$ cat config.mk
export PLATFORM = sky130hd
export DESIGN_NAME = tim_irq_flags
export DESIGN_NICKNAME = d
export VERILOG_FILES = /design/src/rtl/tim_flag_pkg.sv /design/src/rtl/tim_rep_counter.sv /design/src/rtl/tim_upd_qual.sv /design/src/rtl/tim_flag_bit.sv /design/src/rtl/tim_irq_flags.sv
export SDC_FILE = /design/constraint.sdc
export NUM_CORES = 1
export LEC_CHECK = 0
export BUFFER_PORTS_ARGS = -buffer_cell sky130_fd_sc_hd__buf_2
export CORE_MARGIN = 5
export CORE_UTILIZATION = 40
export CTS_BUF_LIST = sky130_fd_sc_hd__clkbuf_4
export DETAILED_ROUTE_END_ITERATION = 6
export GPL_TIMING_DRIVEN = 0
export PLACE_DENSITY = 0.62
export SYNTH_ARGS = -nofsm -noshare
export SYNTH_HDL_FRONTEND = slang
export SYNTH_SLANG_ARGS = --single-unit
export TNS_END_PERCENT = 10
$ cat constraint.sdc
create_clock -name clk_i -period 2.4 [get_ports clk_i]
set_input_delay 0.6 -clock clk_i [delete_from_list [all_inputs] [get_ports clk_i]]
set_output_delay 0.6 -clock clk_i [all_outputs]
set_load 0.02 [all_outputs]
$ cat src/rtl/tim_flag_pkg.sv
package tim_flag_pkg;
  localparam int ADDR_FLAGS    = 0;
  localparam int ADDR_IEN      = 1;
  localparam int ADDR_RELOAD   = 2;
  localparam int ADDR_CCR_BASE = 4;

  typedef struct packed {
    logic flag_set;
    logic evt;
  } upd_req_t;
endpackage

$ cat src/rtl/tim_rep_counter.sv
module tim_rep_counter #(
  parameter int REP_W = 8
) (
  input  logic             clk_i,
  input  logic             rst_i,
  input  logic             tick_i,
  input  logic [REP_W-1:0] reload_i,
  output logic             zero_tick_o
);
  logic [REP_W-1:0] cnt_q;

  assign zero_tick_o = tick_i && (cnt_q == '0);

  always_ff @(posedge clk_i) begin
    if (rst_i) begin
      cnt_q <= '0;
    end else if (tick_i) begin
      if (cnt_q == '0) cnt_q <= reload_i;
      else             cnt_q <= cnt_q - 1'b1;
    end
  end
endmodule

$ cat src/rtl/tim_upd_qual.sv
module tim_upd_qual
  import tim_flag_pkg::*;
(
  input  logic     ovf_upd_i,
  input  logic     sw_ug_i,
  input  logic     trg_i,
  input  logic     upd_dis_i,
  input  logic     upd_src_i,
  output upd_req_t req_o
);
  logic soft_src;

  always_comb begin
    soft_src       = sw_ug_i || trg_i;
    req_o.evt      = !upd_dis_i && (ovf_upd_i || soft_src);
    req_o.flag_set = !upd_dis_i && (ovf_upd_i || (!upd_src_i && soft_src));
  end
endmodule

$ cat src/rtl/tim_flag_bit.sv
module tim_flag_bit (
  input  logic clk_i,
  input  logic rst_i,
  input  logic set_i,
  input  logic clr_i,
  output logic nxt_o,
  output logic q_o
);
  always_comb begin
    if (set_i)      nxt_o = 1'b1;
    else if (clr_i) nxt_o = 1'b0;
    else            nxt_o = q_o;
  end

  always_ff @(posedge clk_i) begin
    if (rst_i) q_o <= 1'b0;
    else       q_o <= nxt_o;
  end
endmodule

$ cat src/rtl/tim_irq_flags.sv
module tim_irq_flags
  import tim_flag_pkg::*;
#(
  parameter int NUM_CH = 4,
  parameter int ADDR_W = 3,
  parameter int DATA_W = 8,
  parameter int REP_W  = 8,
  parameter int FLAG_W = NUM_CH + 2
) (
  input  logic              clk_i,
  input  logic              rst_i,
  input  logic              cnt_ovf_i,
  input  logic              cnt_unf_i,
  input  logic              sw_ug_i,
  input  logic              trg_reinit_i,
  input  logic              upd_dis_i,
  input  logic              upd_src_i,
  input  logic [NUM_CH-1:0] ch_is_input_i,
  input  logic [NUM_CH-1:0] cmp_match_i,
  input  logic [NUM_CH-1:0] cap_edge_i,
  input  logic              com_evt_i,
  input  logic              bus_we_i,
  input  logic              bus_re_i,
  input  logic [ADDR_W-1:0] bus_addr_i,
  input  logic [DATA_W-1:0] bus_wdata_i,
  output logic [DATA_W-1:0] bus_rdata_o,
  output logic [FLAG_W-1:0] flags_o,
  output logic              irq_o,
  output logic              upd_evt_o
);
  localparam logic [ADDR_W-1:0] A_FLAGS  = ADDR_W'(ADDR_FLAGS);
  localparam logic [ADDR_W-1:0] A_IEN    = ADDR_W'(ADDR_IEN);
  localparam logic [ADDR_W-1:0] A_RELOAD = ADDR_W'(ADDR_RELOAD);
  localparam int COM_BIT = FLAG_W - 1;

  logic [FLAG_W-1:0] ien_q, ien_nxt;
  logic [REP_W-1:0]  reload_q;
  logic [FLAG_W-1:0] set_vec, clr_vec, flag_nxt;
  logic [FLAG_W-1:0] wr_clr;
  logic [NUM_CH-1:0] rd_ccr;
  logic              ovf_upd;
  logic              irq_q, upd_evt_q;
  logic [DATA_W-1:0] rdata_q, rdata_nxt;
  upd_req_t          upd_req;

  tim_rep_counter #(.REP_W(REP_W)) u_rep (
    .clk_i      (clk_i),
    .rst_i      (rst_i),
    .tick_i     (cnt_ovf_i || cnt_unf_i),
    .reload_i   (reload_q),
    .zero_tick_o(ovf_upd)
  );

  tim_upd_qual u_qual (
    .ovf_upd_i(ovf_upd),
    .sw_ug_i  (sw_ug_i),
    .trg_i    (trg_reinit_i),
    .upd_dis_i(upd_dis_i),
    .upd_src_i(upd_src_i),
    .req_o    (upd_req)
  );

  // software clear: a 0 in the written data clears the matching flag
  assign wr_clr = (bus_we_i && bus_addr_i == A_FLAGS) ? ~bus_wdata_i[FLAG_W-1:0] : '0;

  assign set_vec[0]       = upd_req.flag_set;
  assign clr_vec[0]       = wr_clr[0];
  assign set_vec[COM_BIT] = com_evt_i;
  assign clr_vec[COM_BIT] = wr_clr[COM_BIT];

  for (genvar k = 0; k < NUM_CH; k++) begin : g_ch
    assign rd_ccr[k]    = bus_re_i && ch_is_input_i[k]
                          && (bus_addr_i == ADDR_W'(ADDR_CCR_BASE + k));
    assign set_vec[k+1] = ch_is_input_i[k] ? cap_edge_i[k] : cmp_match_i[k];
    assign clr_vec[k+1] = wr_clr[k+1] || rd_ccr[k];
  end

  for (genvar i = 0; i < FLAG_W; i++) begin : g_flag
    tim_flag_bit u_bit (
      .clk_i(clk_i),
      .rst_i(rst_i),
      .set_i(set_vec[i]),
      .clr_i(clr_vec[i]),
      .nxt_o(flag_nxt[i]),
      .q_o  (flags_o[i])
    );
  end

  assign ien_nxt = (bus_we_i && bus_addr_i == A_IEN) ? bus_wdata_i[FLAG_W-1:0] : ien_q;

  always_comb begin
    rdata_nxt = '0;
    if (bus_addr_i == A_FLAGS)       rdata_nxt[FLAG_W-1:0] = flags_o;
    else if (bus_addr_i == A_IEN)    rdata_nxt[FLAG_W-1:0] = ien_q;
    else if (bus_addr_i == A_RELOAD) rdata_nxt[REP_W-1:0]  = reload_q;
  end

  always_ff @(posedge clk_i) begin
    if (rst_i) begin
      ien_q     <= '0;
      reload_q  <= '0;
      irq_q     <= 1'b0;
      upd_evt_q <= 1'b0;
      rdata_q   <= '0;
    end else begin
      ien_q     <= ien_nxt;
      irq_q     <= |(flag_nxt & ien_nxt);
      upd_evt_q <= upd_req.evt;
      if (bus_we_i && bus_addr_i == A_RELOAD) reload_q <= bus_wdata_i[REP_W-1:0];
      if (bus_re_i) rdata_q <= rdata_nxt;
    end
  end

  assign irq_o       = irq_q;
  assign upd_evt_o   = upd_evt_q;
  assign bus_rdata_o = rdata_q;
endmodule

# Yosys cells after proc, flatten, opt, wreduce, memory -nomap -nowiden
# Cells that the tools add are included.
[classes]
n_eq_ne = 6
mux = 24
bitwise_logic = 2
addsub = 1
reduce_logical = 28
[ops]
columns = ["op", "n"]
rows = [
  ["$mux 6", 4],
  ["$mux 1", 16],
  ["$mux 8", 2],
  ["$logic_and 1x1->1", 15],
  ["$eq 3x3->1 const B", 4],
  ["$logic_not 8->1", 1],
  ["$logic_or 1x1->1", 8],
  ["$sub 8x1->8 const B", 1],
  ["$and 6x6->6", 1],
  ["$not 6->6", 1],
  ["$reduce_or 6->1", 1],
  ["$mux 2", 2],
  ["$eq 3x1->1 const B", 1],
  ["$eq 3x2->1 const B", 1],
  ["$logic_not 3->1", 1],
  ["$logic_not 1->1", 2],
]
[totals]
reg_bits = 38
elab_cells = 73
in_bits = 34
out_inout_bits = 16

# Depth between registers and ports, before layout
[logic_depth]
ltp_word = 8
mapped_depth = 7
mapped_depth_nobuf = 6

# By module
# From an unflattened synthesis, not the netlist that was laid out.
[hier_totals]
cells_unflattened = 225
area_unflattened_um2 = 2018.2
[modules_own_cells]
columns = ["mod", "seq_area_each_um2", "n_inst", "area_per_inst_um2", "cells_per_inst"]
rows = [
  ["tim_irq_flags", 480.5, 1, 1182.4, 131],
  ["tim_rep_counter", 160.2, 1, 510.5, 59],
  ["tim_flag_bit", 20.0, 6, 50.0, 5],
  ["tim_upd_qual", 0.0, 1, 25.0, 5],
]

# Least setup slack after synthesis
# Ideal clock, no wire load.
[synth_path]
path_kind = "input to register"
startpoint = "input port bus_addr_i[1]"
endpoint = "register irq_q, in the netlist irq_o"
cell_stages = 6
setup_ns = 0.133
slack_ns = 0.468
arrival_ns = 1.800
path_cell_list = "or4b_1 -> buf_2 -> o21ai_2 -> o311ai_1 -> a221oi_2 -> a31oi_1"
[synth_between]
elab_chain_len = 8
word_cells_on_any_way = 32
classes_between = "eq/ne: 5; mux: 14; bitwise: 1; reduce/logical: 12"
[synth_rtl]
columns = ["element", "line", "source"]
rows = [
  ["start: declaration", "tim_irq_flags.sv:24", "input logic [ADDR_W-1:0] bus_addr_i,"],
  ["$logic_not 3->1", "tim_irq_flags.sv:64", "assign wr_clr = (bus_we_i && bus_addr_i == A_FLAGS) ? ~bus_wdata_i[FLAG_W-1:0] : '0;"],
  ["$logic_and 1x1->1", "tim_irq_flags.sv:64", ""],
  ["$mux 6", "tim_irq_flags.sv:64", ""],
  ["$logic_or 1x1->1", "tim_irq_flags.sv:75", "assign clr_vec[k+1] = wr_clr[k+1] || rd_ccr[k];"],
  ["$mux 1", "tim_flag_bit.sv:11", "else if (clr_i) nxt_o = 1'b0;"],
  ["$mux 1", "tim_flag_bit.sv:10", "if (set_i) nxt_o = 1'b1;"],
  ["$and 6x6->6 (*)", "tim_irq_flags.sv:107", "irq_q <= |(flag_nxt & ien_nxt);"],
  ["$reduce_or 6->1 (*)", "tim_irq_flags.sv:107", ""],
  ["end signal: assignment", "tim_irq_flags.sv:107", ""],
  ["end: declaration", "tim_irq_flags.sv:42", "logic irq_q, upd_evt_q;"],
]
# Every way passes the cells marked *; elsewhere a longest branch is shown, timed or not.
# A chain may end at the register's enable or synchronous reset.

# Final worst setup path
# Same ends and word-level chain as after synthesis.

==> qor.csv <==
metric;value;unit
Synth Cell Area;0.001946;mm²
clock latency at the later pin of the worst-skew pair;340;ps
clock-pin slew on the worst setup and hold paths;110;ps
Fin Clk Skew;6.408;ps
Final Util;49.09;%
register area;760.7;µm²
DR WL/cell;14.04;µm
worst path arrival time;2150;ps
Worst Path Class, Setup;input port to register;
EDFF count, synth;0;
Avg Inst Size Synth;8.533;µm²
final setup violation count;0;
drc violations;0;
f_max;0.5199;GHz
Critical Path RT;2620;ps
Die ar.;0.006358;mm²
register area share after synthesis;39.10;%
Initial DRT Pass Iterations;4;
max incr delay on CP;500;ps
FF+latch count, synth;38;
floorplan core area;0.004723;mm²
setup tns final;0;ps
Synth Instances;228;
post-route cell area;0.002318;mm²
R2R cell count;5;
post-synth top area share;39.10;%
synth unique cells;43;
I/O pin count;50;
Async SR Flop Fraction;0;%
CTS tree;yes;
Max VDD drop;0.0003318;V
post-synth net total;264;
cts bufs inserted;5;
Power Dens Cells;712.3;mW/mm²
Final Hold Fails;0;
Final min period;1923;ps
final slew viol count;0;
RSZ-0062 raised after global routing;no;
routability cong.;0.7955;
initial core utilization;41.19;%
Critical Path Slowest Stage Cell;or4b_1;
period utilisation layout;80.14;%
Die Wd;79.74;µm
Post-CTS Hold Buffers;0;
clk sinks;38;
max_cap viols;0;
largest cells by area after synthesis;dfxtp_1 (39%), mux2i_1 (10%), nor2_1 (5.4%), a21oi_1 (4.4%), nor2b_1 (4.2%);
Placement Cell Area;0.002270;mm²
DRT antenna net count;0;
first-pass GRT wire length;7824;µm
final std cells w/o fill;351;
# rows;25;
Leak;0.9571;nW
crit-path cells;buf_2 > or4b_1 > buf_2 > o21ai_2 > o311ai_1 > a221oi_2 > a31oi_1;
Overflow after GRT;0;
critical path startpoint category;input port;
IO buf count;48;
H-tree depth;2;
via count;1757;
Least-Margin Pin Slew;533.1;ps
GRT Util Overall;15.95;%
Overall Power;1.652;mW
Clock Path Buffers;2;
Layout area overhead;19.16;%
Top FF cell, synth;dfxtp_1;
commonest non-fill, non-tap cells in the layout;buf_2 (52), dfxtp_1 (38), nor2_1 (28);
CTS root buffer;clkbuf_4;
vias per cell;5.006;
top cell type by total area after synthesis;dfxtp_1;
vias in the first global route;1692;
Post-CTS Setup Bufs;0;
placed cell count;343;
commonest non-fill, non-tap cell in the layout;buf_2;
share of post-route cells with drive strength above 1;26.76;%
Final Hold Slack;428.3;ps
total wire length;4927;µm
status;finished, final reports clean;
initial antenna violation count;0;
Ys Warns;0;
post-CTS sizing;0;
worst hold-check path type;input port to register;
headroom to the max-slew limit;63.90;%
post-DP HPWL;3704;µm
CP endpoint kind;register;
die height;79.74;µm
largest net degree at the start of global routing;12;
Crit Path Max Fanout;8;
nets;319;
final setup margin;476.7;ps
fillers;477;
most frequent CP cell;buf_2;
Inserted Diodes;0;
Setup WS pre-CTS;119.1;ps
initial DRC count;76;
area of the multi-input gates;0.001075;mm²
worst hold path depth;2;
==> routing by layer <==
metal | GRT usage, % | part of all wire (%) | wire length [µm] | vias up
met5 | 0 | 0 | 0 | -
met4 | 5.405 | 1.3 | 66 | 0
met3 | 4.853 | 5.9 | 292 | 6
met2 | 26.29 | 48 | 2358 | 52
met1 | 19.71 | 45 | 2210 | 798
li1 | - | - | - | 901
==> flip-flops by register name, summed over array words and instances (netlist names) <==
register	flops
bus_rdata_o	8
g_flag.u_bit.q_o	6
ien_q	6
irq_o	1
reload_q	8
u_rep.cnt_q	8
upd_evt_o	1
==> critical path, delay by kind of cell <==
family / cells / cell delay (ps)
AO/OA/AOI/OAI: 4 / 740
AND/OR/NAND/NOR: 1 / 500
buffers and inverters: 2 / 320
==> final timing paths <==
check | startpoint | to | slack, ps
max | bus_addr_i[1] | irq_o | 480
min | upd_dis_i | upd_evt_o | 430
max reg2reg | u_rep.cnt_q[4] | irq_o | 500
min reg2reg | bus_rdata_o[6] | bus_rdata_o[6] | 470
==> synth_stat cells (all sizes together) (2+ instances only) <==
cell type and number:
o21bai 2, nor2 28, o21ai 15, nor2b 13
nand3b 3, or2 2, buf 10, nand3 5
clkbuf 9, nand2b 2, ha 2, mux2 5
a211oi 5, nor3 3, mux2i 20, a21oi 17
nand2 20, inv 3, a21o 3, nor3b 3
dfxtp 38, o41ai 2, a31oi 2
==> layout make-up <==
class,instances,area share [%]
clock buffers,5,1.619
repair buffers,48,10.36
plain buffers,19,4.263
clock inverters,3,0.4857
well taps,67,3.616
inverters,3,0.4857
multi-input cells,168,46.36
flip-flops and latches,38,32.81
==> cell families after synthesis <==
kind of cell	count (synthesis)	synth area share, %
AOI/OAI and AO/OA	52	16.66
adders and majority gates	2	1.286
buffers and inverters	22	5.659
DFF	38	39.10
muxes	25	13.18
and+or+nand+nor	89	24.12
==> where the power goes <==
part	leakage [nW]	total [mW]	switching [mW]	internal [mW]
combinational	0.619	0.581	0.320	0.261
sequential	0.311	0.756	0.0610	0.695
clock	0.0277	0.315	0.210	0.105
total	0.957	1.65	0.591	1.06
Power figures use the tool's default switching activity.
